--- config.mk ---
export PLATFORM = sky130hd
export DESIGN_NAME = fault_isolation_seq
export DESIGN_NICKNAME = d
export VERILOG_FILES = /design/src/rtl/fis_pkg.sv /design/src/rtl/fis_trig.sv /design/src/rtl/fis_timer.sv /design/src/rtl/fis_t3len.sv /design/src/rtl/fault_isolation_seq.sv
export SDC_FILE = /design/constraint.sdc
export NUM_CORES = 1
export LEC_CHECK = 0
export ABC_AREA = 0
export BUFFER_PORTS_ARGS = -buffer_cell sky130_fd_sc_hd__buf_2
export CAP_MARGIN = 15
export CORE_MARGIN = 2
export CORE_UTILIZATION = 59
export DETAILED_ROUTE_END_ITERATION = 6
export PLACE_DENSITY_LB_ADDON = 0.2
export SLEW_MARGIN = 20
export SYNTH_ARGS = -nofsm -noshare
export SYNTH_HDL_FRONTEND = slang
export SYNTH_HIERARCHICAL = 1
export SYNTH_SLANG_ARGS = --single-unit
--- constraint.sdc ---
create_clock -name clk -period 3.2 [get_ports clk]
set_input_delay 0.32 -clock clk [delete_from_list [all_inputs] [get_ports clk]]
set_output_delay 0.32 -clock clk [all_outputs]
set_load 0.05 [all_outputs]
--- src/rtl/fis_pkg.sv ---
package fis_pkg;
    typedef enum logic [2:0] {
        ST_IDLE  = 3'd0,
        ST_ARMED = 3'd1,
        ST_T2    = 3'd2,
        ST_T3    = 3'd3,
        ST_DONE  = 3'd4
    } fis_state_e;
endpackage

--- src/rtl/fis_trig.sv ---
module fis_trig #(
    parameter int SAMPLE_W = 12,
    parameter int NEG_TH   = -400,
    parameter int HOLD_N   = 4
) (
    input  logic                       clk,
    input  logic                       rst_n,
    input  logic                       en_i,
    input  logic signed [SAMPLE_W-1:0] v_i,
    output logic                       trig_o
);
    localparam int HW = $clog2(HOLD_N + 1);
    localparam logic signed [SAMPLE_W-1:0] NEG_LV = SAMPLE_W'(NEG_TH);

    logic [HW-1:0] cnt_d, cnt_q;
    logic          neg;

    always_comb begin
        neg    = (v_i <= NEG_LV);
        cnt_d  = cnt_q;
        if (!en_i || !neg)
            cnt_d = '0;
        else if (cnt_q != HW'(HOLD_N))
            cnt_d = cnt_q + 1'b1;
        trig_o = en_i && neg && (cnt_q == HW'(HOLD_N - 1));
    end

    always_ff @(posedge clk or negedge rst_n) begin
        if (!rst_n) cnt_q <= '0;
        else        cnt_q <= cnt_d;
    end

    // a trigger needs the current sample to be negative enough
    p_trig_neg_r3: assert property (@(posedge clk) disable iff (!rst_n)
        trig_o |-> (v_i <= NEG_LV));
endmodule

--- src/rtl/fis_timer.sv ---
module fis_timer #(
    parameter int CNT_W = 10
) (
    input  logic             clk,
    input  logic             rst_n,
    input  logic             load_i,
    input  logic [CNT_W-1:0] val_i,
    output logic             last_o
);
    logic [CNT_W-1:0] cnt_d, cnt_q;

    always_comb begin
        if (load_i)           cnt_d = val_i;
        else if (cnt_q != '0) cnt_d = cnt_q - 1'b1;
        else                  cnt_d = cnt_q;
        last_o = (cnt_q == CNT_W'(1));
    end

    always_ff @(posedge clk or negedge rst_n) begin
        if (!rst_n) cnt_q <= '0;
        else        cnt_q <= cnt_d;
    end

    // an unloaded running count falls by exactly one per cycle
    p_count_step_r4: assert property (@(posedge clk) disable iff (!rst_n)
        ($past(cnt_q) != '0 && !$past(load_i)) |-> (cnt_q == $past(cnt_q) - 1'b1));
endmodule

--- src/rtl/fis_t3len.sv ---
module fis_t3len #(
    parameter int SAMPLE_W = 12,
    parameter int T3_SCALE = 2,
    parameter int T3_MAX   = 600,
    parameter int CNT_W    = 10
) (
    input  logic signed [SAMPLE_W-1:0] v_i,
    output logic        [CNT_W-1:0]    len_o
);
    localparam int KW = $clog2(T3_SCALE + 1);
    localparam int PW = SAMPLE_W + KW;

    logic [SAMPLE_W-1:0] mag;
    logic [PW-1:0]       prod;
    logic [63:0]         prod64;

    always_comb begin
        mag    = v_i[SAMPLE_W-1] ? (~v_i + 1'b1) : v_i;
        prod   = PW'(mag) * PW'(T3_SCALE);
        prod64 = 64'(prod);
        if (prod64 == 64'd0)             len_o = CNT_W'(1);
        else if (prod64 > 64'(T3_MAX))   len_o = CNT_W'(T3_MAX);
        else                             len_o = CNT_W'(prod);
    end
endmodule

--- src/rtl/fault_isolation_seq.sv ---
module fault_isolation_seq #(
    parameter int SAMPLE_W    = 12,
    parameter int POS_TH      = 400,
    parameter int NEG_TH      = -400,
    parameter int HOLD_N      = 4,
    parameter int T2_TICKS    = 20,
    parameter int T3_SCALE    = 2,
    parameter int T3_MAX      = 600,
    parameter int SPUR_TH     = 50,
    parameter int DROP_MARGIN = 100
) (
    input  logic                       clk,
    input  logic                       rst_n,
    input  logic signed [SAMPLE_W-1:0] v_bb_i,
    input  logic signed [SAMPLE_W-1:0] i_bb_i,
    input  logic signed [SAMPLE_W-1:0] i_spur_i,
    output logic                       spur_open_o,
    output logic                       bb_open_o,
    output logic [2:0]                 state_o
);
    import fis_pkg::*;

    localparam int MAXC  = (T2_TICKS > T3_MAX) ? T2_TICKS : T3_MAX;
    localparam int CNT_W = $clog2(MAXC + 1);
    localparam logic signed [SAMPLE_W-1:0] POS_LV = SAMPLE_W'(POS_TH);
    localparam logic signed [SAMPLE_W-1:0] NEG_LV = SAMPLE_W'(NEG_TH);

    typedef struct packed {
        fis_state_e          st;
        logic                spur_open;
        logic                bb_open;
        logic [SAMPLE_W-1:0] i_cap;
    } ctl_t;

    ctl_t             r_d, r_q;
    logic             trig, t_last, t_load;
    logic [CNT_W-1:0] t_val, t3_len;
    logic [SAMPLE_W-1:0] mag_bb, mag_sp;
    logic             pos, spur_fault, dropped;

    function automatic logic [SAMPLE_W-1:0] mag_of(input logic [SAMPLE_W-1:0] x);
        return x[SAMPLE_W-1] ? (~x + 1'b1) : x;
    endfunction

    fis_trig #(.SAMPLE_W(SAMPLE_W), .NEG_TH(NEG_TH), .HOLD_N(HOLD_N)) u_trig (
        .clk(clk), .rst_n(rst_n), .en_i(r_q.st == ST_ARMED), .v_i(v_bb_i), .trig_o(trig)
    );

    fis_timer #(.CNT_W(CNT_W)) u_timer (
        .clk(clk), .rst_n(rst_n), .load_i(t_load), .val_i(t_val), .last_o(t_last)
    );

    fis_t3len #(.SAMPLE_W(SAMPLE_W), .T3_SCALE(T3_SCALE), .T3_MAX(T3_MAX), .CNT_W(CNT_W)) u_len (
        .v_i(v_bb_i), .len_o(t3_len)
    );

    always_comb begin
        mag_bb     = mag_of(i_bb_i);
        mag_sp     = mag_of(i_spur_i);
        pos        = (v_bb_i >= POS_LV);
        spur_fault = 32'(mag_sp) > 32'(SPUR_TH);
        dropped    = (32'(mag_bb) + 32'(DROP_MARGIN)) < 32'(r_q.i_cap);
        r_d        = r_q;
        t_load     = 1'b0;
        t_val      = CNT_W'(T2_TICKS);
        case (r_q.st)
            ST_IDLE: if (pos) r_d.st = ST_ARMED;
            ST_ARMED: begin
                r_d.spur_open = 1'b0;
                r_d.bb_open   = 1'b0;
                if (trig) begin
                    r_d.st = ST_T2;
                    t_load = 1'b1;
                end
            end
            ST_T2: if (t_last) begin
                r_d.spur_open = spur_fault;
                r_d.i_cap     = mag_bb;
                t_load        = 1'b1;
                t_val         = t3_len;
                r_d.st        = ST_T3;
            end
            ST_T3: if (t_last) begin
                r_d.bb_open = !dropped;
                r_d.st      = ST_DONE;
            end
            ST_DONE: if (pos) begin
                r_d.st        = ST_ARMED;
                r_d.spur_open = 1'b0;
                r_d.bb_open   = 1'b0;
            end
            default: r_d.st = ST_IDLE;
        endcase
    end

    always_ff @(posedge clk or negedge rst_n) begin
        if (!rst_n) r_q <= '{st: ST_IDLE, spur_open: 1'b0, bb_open: 1'b0, i_cap: '0};
        else        r_q <= r_d;
    end

    assign spur_open_o = r_q.spur_open;
    assign bb_open_o   = r_q.bb_open;
    assign state_o     = r_q.st;

    // switches closed while idle or armed
    p_closed_armed_r1: assert property (@(posedge clk) disable iff (!rst_n)
        (r_q.st == ST_IDLE || r_q.st == ST_ARMED) |-> (!r_q.spur_open && !r_q.bb_open));
    // the fixed delay starts only after a negative sample
    p_t2_entry_r3: assert property (@(posedge clk) disable iff (!rst_n)
        (r_q.st == ST_T2 && $past(r_q.st) != ST_T2) |-> ($signed($past(v_bb_i)) <= NEG_LV));
    // scaled delay length stays inside its clamp
    p_t3_range_r6: assert property (@(posedge clk) disable iff (!rst_n)
        (t3_len >= CNT_W'(1)) && (t3_len <= CNT_W'(T3_MAX)));
    // spur command rises only on entry to the scaled delay
    p_spur_rise_r5: assert property (@(posedge clk) disable iff (!rst_n)
        $rose(r_q.spur_open) |-> (r_q.st == ST_T3 && $past(r_q.st) == ST_T2));
    // backbone command rises only on entry to done
    p_bb_rise_r7: assert property (@(posedge clk) disable iff (!rst_n)
        $rose(r_q.bb_open) |-> (r_q.st == ST_DONE && $past(r_q.st) == ST_T3));
    // decisions are held while done
    p_done_hold_r8: assert property (@(posedge clk) disable iff (!rst_n)
        ($past(r_q.st) == ST_DONE && r_q.st == ST_DONE) |-> ($stable(r_q.spur_open) && $stable(r_q.bb_open)));
endmodule

==> results.cfg, run 1 <==
[yosys]
ys_warn_count = 6
synth_area_leaders = dfrtp_1, ha_1, xnor2_1
async_reset_ff_frac = 1.00
yosys.area.top_type = dfrtp_1
synth_edf_count = 0
syn_area_per_cell_um2 = 8.09
synthFlopType = dfrtp_1
ys_ff_latch = 30
yosysSeqAreaShare = 0.233
yosysTopAreaCellShare = 0.233
synth_cell_types = 77
synth_common_cells = nor2_1, nand2_1, dfrtp_1, inv_1, o21ai_0
syn_area_mm2 = 0.00322
syn-num-nets = 456
synth_most_common_cell = nor2_1
syn-instance-count = 398

[critical_path]
cp-end-kind = flip-flop
arrival_ns = 2.95
r2r-end = u_timer/cnt_q[5]$_DFFE_PN0P_
rr_worst_depth = 8
startpoint_type = input port
cp_max_fo = 5
required_ns = 3.40
r2r_start = u_timer/cnt_q[6]$_DFFE_PN0P_
path_class = in -> reg
crit_end = bb_open_o$_DFFE_PN0P_
timing.critical_path.from = i_bb_i[1]
regToRegSetupSlack_ns = 0.66

[layout]
n_antenna_cell = 0
synthToLayoutAreaGrowth_pct = 11.0
instances_no_fill = 498
fillCellCount = 425
fin_nets = 485
drive_gt1_frac = 0.203
fin_util = 0.691

[die]
dieWidth_um = 77.9
pin_count = 43
core-area_mm2 = 0.00517
rows = 26
dieHeight_um = 77.9
die_area_mm2 = 0.00607
initial_core_util = 0.623

[power_and_ir_drop]
p_leak_nw = 1.59
vdd_drop_max_v = 0.000401
p_int_mw = 1.10
comb_power_share = 0.385
cellPowerDensity_mw_per_mm2 = 485
net-switching-power_mw = 0.639
power_frac_seq = 0.339
power.share.clock = 0.276
p_sw_frac = 0.368

[global_route]
grtUsageTotal = 0.253
grt_pass1_wl_um = 12700
grt.overflow.total = 0
antenna_found_initial = 0
grt_max_degree = 37
grt_pass1_vias = 2747

[status]
status = finished clean

[clock_network]
cts_hold_buf = 0
clock-root-buffer = clkbuf_8
clkTransAtPathRegs_ns = 0.07
cts_sinks = 30
cts_setup_buffers = 0
htreeDepth = 2
clk_path_buf_depth = 2
cts_tree = built
insertion_delay_ns = 0.28
cts_resized = 0
numCtsBuffers = 5

[place]
dp_hpwl_um = 5500
dp.cells = 490
port_buffers = 42
place.gp.congestion = 0.900

[sta]
hold_ws_ns = 0.0597
fin_crit_ns = 2.76
skew_ns = 0.00879
period_share = 0.862
hold_violations = 0
tns_ns = 0
drv_slew = 0
maxSlewHeadroom = 0.559
worst_slew_pin_slew_ns = 0.662
setup_violations = 0
rsz0062_at_grt = false
max_freq_mhz = 363

[routing]
vias = 2921
drt-total-wl_um = 7280
drt-initial-drc-count = 193
routed_via_density = 5.87
drt_first_pass_iters = 5
post_drt_wl_per_cell_um = 14.6
drc = 0
ant_nets = 0

[flow_run]
drv_cap = 0

[worst_hold_path]
hp-class = in -> async
==> layout make-up <==
type                    instances  area (um2)  area share
inverters                      29         109      0.0305
repair buffers                 47         248      0.0693
clock buffers                   6        82.6      0.0231
flip-flops and latches         30         751       0.210
clock inverters                 2        60.1      0.0168
well taps                      70        87.6      0.0245
multi-input cells             314        2240       0.626
==> flip-flops by register name, indices dropped and copies added, names as in the netlist <==
| name | cells |
|---|---|
| r_q | 12 |
| spur_open_o | 1 |
| state_o | 3 |
| u_timer/cnt_q | 10 |
| u_trig/cnt_q | 3 |
| bb_open_o | 1 |
==> worst min path at each step <==
stage / start / end / depth (start not counted)
floorplan: rst_n / bb_open_o$_DFFE_PN0P_ / 0
global placement: rst_n / u_timer/cnt_q[4]$_DFFE_PN0P_ / 1
detailed placement: rst_n / u_timer/cnt_q[6]$_DFFE_PN0P_ / 1
global route: rst_n / u_timer/cnt_q[1]$_DFFE_PN0P_ / 1
CTS: rst_n / u_timer/cnt_q[6]$_DFFE_PN0P_ / 1
finish: rst_n / u_timer/cnt_q[4]$_DFFE_PN0P_ / 1
==> worst max-delay path, stage by stage <==
cell     delay, ns
buf_2         0.12
or2_1         0.31
o41ai_1       0.38
xor2_1        0.40
o211a_1       0.28
o21ai_1       0.09
o21a_1        0.11
ha_1          0.29
and4_1        0.19
o21ai_0       0.12
a31o_2        0.22
a22oi_1       0.12
==> metrics by stage <==
stage / power (mW) / instance area [um2] / worst slack, ns
after floorplan: 1.10 / 3220 / 0.329
after global placement: 1.23 / 3430 / 0.312
after detailed placement: 1.25 / 3430 / 0.211
after CTS: 1.74 / 3570 / 0.488
after global routing: 1.86 / 3570 / 0.209
final: 1.73 / 3570 / 0.442
==> power by group through the flow <==
stage               logic [mW]  registers, mW  clock network, mW
floorplan                0.540          0.556                  0
global placement         0.640          0.587                  0
detailed placement       0.663          0.591                  0
CTS                      0.670          0.586              0.488
global route             0.750          0.603              0.508
finish                   0.668          0.589              0.478
==> cell usage in the layout, fill, tap and decap left out, types with 3 or more instances in the layout <==
| master | count |
|---|---|
| dfrtp_1 | 30 |
| clkbuf_8 | 6 |
| ha_1 | 20 |
| or3_1 | 3 |
| buf_4 | 5 |
| nand3b_1 | 4 |
| nand3_1 | 9 |
| nor3_2 | 3 |
| o211ai_1 | 4 |
| nand2_1 | 32 |
| nor2b_1 | 7 |
| xor2_1 | 9 |
| xnor2_1 | 17 |
| and2_1 | 9 |
| mux2i_1 | 6 |
| nor2_1 | 36 |
| nand2b_1 | 9 |
| xor2_2 | 3 |
| o31ai_1 | 6 |
| o21ai_0 | 27 |
| or2_2 | 4 |
| buf_2 | 42 |
| nor3_1 | 15 |
| a21oi_1 | 19 |
| o21a_1 | 4 |
| inv_1 | 29 |
==> logic make-up (layout without fill, tap and decap cells) <==
logic type	count (synthesis)	in the layout	synth area share
AO/OA/AOI/OAI	104	104	0.245
XOR/XNOR	30	30	0.0909
adder cells (fa/ha/maj)	20	20	0.0777
buffers and inverters	54	84	0.0738
flip-flops	30	30	0.233
multiplexers	7	7	0.0233
AND/OR/NAND/NOR	153	153	0.256
==> routing by layer <==
metal / routed length, um / track usage / vias up
met5: 0 / 0 / -
met4: 42 / 0.0589 / 0
met3: 345 / 0.0453 / 4
met2: 3490 / 0.415 / 70
met1: 3410 / 0.345 / 1386
li1: - / - / 1461
Power figures use the tool's default switching activity.
==> run 2: changes to the inputs <==
PLACE_DENSITY = 0.81   (was unset)
PLACE_DENSITY_LB_ADDON = unset   (was 0.2)
==> results.cfg, run 2 (synthesized netlist as in run 1, its figures left out) <==
[layout]
fin_nets = 485
instances_no_fill = 498
synthToLayoutAreaGrowth_pct = 9.40
n_antenna_cell = 0
fin_util = 0.681
regMostFlops = r_q
fillCellCount = 425
top_regs = r_q (12), u_timer/cnt_q (10)
largest_register_ffs = 12
final_cell_mix = buf_2, nor2_1, nand2_1
drive_gt1_frac = 0.201
final_common_cell = buf_2

[sta]
skew_ns = 0.00462
maxSlewHeadroom = 0.519
worst_slew_pin_slew_ns = 0.718
hold_violations = 0
hold_ws_ns = 0.0707
period_share = 0.859
drv_slew = 0
setup_violations = 0
tns_ns = 0
fin_crit_ns = 2.75
max_freq_mhz = 364
rsz0062_at_grt = false

[critical_path]
r2r-end = r_q[11]$_DFFE_PN0P_
cp_max_fo = 6
rr_worst_depth = 7
timing.critical_path.from = v_bb_i[0]
crit_end = u_timer/cnt_q[2]$_DFFE_PN0P_
startpoint_type = input port
path_class = in -> reg
required_ns = 3.37
r2r_start = u_timer/cnt_q[7]$_DFFE_PN0P_
cp-end-kind = flip-flop
arrival_ns = 2.91
regToRegSetupSlack_ns = 0.73

[power_and_ir_drop]
comb_power_share = 0.425
net-switching-power_mw = 0.639
p_sw_frac = 0.405
cellPowerDensity_mw_per_mm2 = 448
power.share.clock = 0.202
report.power.total_mw = 1.58
p_leak_nw = 1.57
vdd_drop_max_v = 0.000412
p_int_mw = 0.938
power_frac_seq = 0.373

[routing]
drt_first_pass_iters = 4
vias = 2886
routed_via_density = 5.80
drt-initial-drc-count = 144
drt-total-wl_um = 6930
drc = 0
ant_nets = 0
post_drt_wl_per_cell_um = 13.9

[worst_hold_path]
hp-class = in -> async

[clock_network]
insertion_delay_ns = 0.28
cts_setup_buffers = 0
numCtsBuffers = 5
cts_sinks = 30
clock-root-buffer = clkbuf_8
cts_hold_buf = 0
clk_path_buf_depth = 2
clkTransAtPathRegs_ns = 0.07
htreeDepth = 2
cts_resized = 0
cts_tree = built

[die]
pin_count = 43
dieHeight_um = 77.9
dieWidth_um = 77.9
core-area_mm2 = 0.00517
initial_core_util = 0.623
rows = 26
die_area_mm2 = 0.00607

[place]
dp_hpwl_um = 5280
port_buffers = 42
dp.cells = 490
place.gp.congestion = 0.868

[global_route]
antenna_found_initial = 0
grtUsageTotal = 0.238
grt_max_degree = 31
grt_pass1_wl_um = 12000
grt.overflow.total = 0
grt_pass1_vias = 2599

[flow_run]
drv_cap = 0

[status]
status = finished clean
## run 2: cell count changes in the layout (fill, tap and decap cells not counted)
cell	previous run	this run
bufinv_16	2	0
clkbuf_1	0	1
clkinv_2	0	1
## run 2: layer usage
layer	routed length, um	vias to the layer above	GRT usage
met1	3420	1360	0.344
met2	3200	52	0.370
met4	51	0	0.0571
li1	-	1467	-
met5	0	-	0
met3	254	7	0.0395
## run 2: power by group through the flow
stage	registers [mW]	logic, mW	clock network, mW
final	0.588	0.670	0.319
after global routing	0.605	0.754	0.343
after CTS	0.585	0.672	0.323
after detailed placement	0.589	0.667	0
after global placement	0.585	0.638	0
after floorplan	0.556	0.540	0
## run 2: layout make-up
type / instances / area, um2 / share of cell area
Clock buffer: 7 / 86.3 / 0.0245
Clock inverter: 1 / 5.00 / 0.00142
Inverter: 29 / 109 / 0.0309
Multi-Input combinational cell: 314 / 2240 / 0.635
Sequential cell: 30 / 751 / 0.213
Tap cell: 70 / 87.6 / 0.0249
Timing Repair Buffer: 47 / 248 / 0.0703
## run 2: stage by stage
| stage | setup slack, ns | cell area [um2] |
|---|---|---|
| 3_3_place_gp | 0.256 | 3430 |
| 2_1_floorplan | 0.329 | 3220 |
| 4_1_cts | 0.448 | 3520 |
| 6_report | 0.452 | 3520 |
| 5_1_grt | 0.264 | 3520 |
| 3_5_place_dp | 0.143 | 3430 |
## run 2: how the worst min path moves through the flow
stage / to / depth (start not counted)
2_1_floorplan: bb_open_o$_DFFE_PN0P_ / 0
3_3_place_gp: u_timer/cnt_q[0]$_DFFE_PN0P_ / 1
3_5_place_dp: u_timer/cnt_q[0]$_DFFE_PN0P_ / 1
4_1_cts: u_timer/cnt_q[0]$_DFFE_PN0P_ / 1
5_1_grt: r_q[10]$_DFFE_PN0P_ / 1
6_report: u_timer/cnt_q[0]$_DFFE_PN0P_ / 1
## run 2: critical path, cell delays in order
cell      delay (ns)
buf_2           0.12
inv_1           0.07
ha_1            0.25
or4b_1          0.54
o41ai_4         0.29
xor2_2          0.12
or4b_2          0.66
a21oi_2         0.19
nor3_2          0.06
nand2b_1        0.15
nand2_1         0.09
o31ai_1         0.06
==> run 3: changes to the inputs <==
CELL_PAD_IN_SITES_DETAIL_PLACEMENT = 0   (was unset)
CELL_PAD_IN_SITES_GLOBAL_PLACEMENT = 2   (was unset)
CORE_UTILIZATION = 35   (was 59)
PLACE_DENSITY = unset   (was 0.81)
PLACE_DENSITY_LB_ADDON = 0.1   (was unset)
REMOVE_ABC_BUFFERS = 1   (was unset)
==> results.cfg, run 3 (synthesized netlist as in run 1, its figures left out) <==
[layout]
fin_nets = 489
n_antenna_cell = 0
final_cell_mix = buf_2, nor2_1, nand2_1
stdcell_area_mm2 = 0.00360
largest_register_ffs = 12
multiInputGateArea_mm2 = 0.00224
final_common_cell = buf_2
fin_util = 0.397
fillCellCount = 973
regMostFlops = r_q
regArea_um2 = 751
drive_gt1_frac = 0.207
top_regs = r_q (12), u_timer/cnt_q (10)
instances_no_fill = 541
synthToLayoutAreaGrowth_pct = 11.7

[place]
dp.cells = 535
port_buffers = 42
dp_hpwl_um = 5600
placed_cell_area_mm2 = 0.00351
pre_cts_slack_ns = 0.184
place.gp.congestion = 0.749

[sta]
hold_violations = 0
maxSlewHeadroom = 0.515
fin_crit_ns = 2.74
hold_ws_ns = 0.0964
drv_slew = 0
worst_slew_pin_slew_ns = 0.728
rsz0062_at_grt = false
setup_violations = 0
max_freq_mhz = 366
setup_slack_ns = 0.464
skew_ns = 0.00567
period_share = 0.855
tns_ns = 0

[flow_run]
drv_cap = 0

[routing]
drt-total-wl_um = 7310
drt_first_pass_iters = 4
ant_nets = 0
routed_via_density = 5.26
drc = 0
drt-initial-drc-count = 133
vias = 2845
post_drt_wl_per_cell_um = 13.5

[global_route]
grt.overflow.total = 0
grt_pass1_vias = 2577
grt_max_degree = 31
grtUsageTotal = 0.153
grt_pass1_wl_um = 12700
antenna_found_initial = 0

[critical_path]
required_ns = 3.36
cp-end-kind = flip-flop
path_class = in -> reg
arrival_ns = 2.89
cp_max_fo = 6
startpoint_type = input port

[die]
die_area_mm2 = 0.00999
initial_core_util = 0.355
rows = 35
core-area_mm2 = 0.00906
dieHeight_um = 99.9
dieWidth_um = 99.9
pin_count = 43

[clock_network]
cts_hold_buf = 0
cts_resized = 0
numCtsBuffers = 5
htreeDepth = 2
cts_sinks = 30
cts_setup_buffers = 0
insertion_delay_ns = 0.27
cts_tree = built
clock-root-buffer = clkbuf_8
clkTransAtPathRegs_ns = 0.07
clk_path_buf_depth = 2

[power_and_ir_drop]
net-switching-power_mw = 0.634
comb_power_share = 0.434
p_int_mw = 0.949
report.power.total_mw = 1.58
vdd_drop_max_v = 0.000333
cellPowerDensity_mw_per_mm2 = 440
p_leak_nw = 1.58
power_frac_seq = 0.372
power.share.clock = 0.194
p_sw_frac = 0.400

[status]
status = finished clean

[worst_hold_path]
hp-class = in -> async
-- run 3: cell types whose count changed in the layout (fill, tap and decap cells not counted), sizes merged --
cell	before	now
clkbuf	7	6
buf	47	51
clkinv	1	0
-- run 3: power by group through the flow --
stage | Sequential [mW] | Clock (mW) | Combinational (mW)
after floorplan | 0.607 | 0 | 0.452
after global placement | 0.591 | 0 | 0.687
after detailed placement | 0.595 | 0 | 0.683
after CTS | 0.588 | 0.320 | 0.691
after global routing | 0.603 | 0.335 | 0.778
final | 0.589 | 0.307 | 0.686
-- run 3: layout make-up --
cell class | instances | area share
inverter | 29 | 0.0303
clock buffer | 6 | 0.0230
sequential | 30 | 0.209
timing repair buffer | 51 | 0.0772
multi-input combinational | 314 | 0.622
tap | 111 | 0.0386
-- run 3: worst paths after layout --
path | slack (ns) | startpoint | cells after the start | to
worst max-delay path | 0.46 | v_bb_i[0] | 12 | u_timer/cnt_q[2]$_DFFE_PN0P_
worst min-delay path | 0.1 | rst_n | 1 | u_timer/cnt_q[8]$_DFFE_PN0P_
worst max register to register | 0.82 | state_o[0]$_DFFE_PN0P_ | 10 | u_timer/cnt_q[5]$_DFFE_PN0P_
worst min register to register | 0.52 | r_q[7]$_DFFE_PN0P_ | 2 | r_q[7]$_DFFE_PN0P_
max in group asynchronous | 2.63 | rst_n | 1 | r_q[10]$_DFFE_PN0P_
min in group clk | 0.32 | i_bb_i[0] | 3 | r_q[0]$_DFFE_PN0P_
-- run 3: critical path, cell delays in order --
cell      delay [ns]
buf_2           0.12
inv_1           0.07
ha_1            0.26
or4b_1          0.52
o41ai_4         0.28
xor2_2          0.11
or4b_2          0.66
a21oi_2         0.20
nor3_2          0.06
nand2b_1        0.16
nand2_1         0.07
o31ai_1         0.06
-- run 3: metal layers --
| layer | part of all wire | vias to the layer above | routed length (um) | GRT usage |
|---|---|---|---|---|
| li1 | - | 1470 | - | - |
| met1 | 0.52 | 1323 | 3800 | 0.233 |
| met2 | 0.45 | 50 | 3260 | 0.236 |
| met3 | 0.032 | 2 | 232 | 0.0251 |
| met4 | 0.0026 | 0 | 19 | 0.0158 |
| met5 | 0 | - | 0 | 0 |
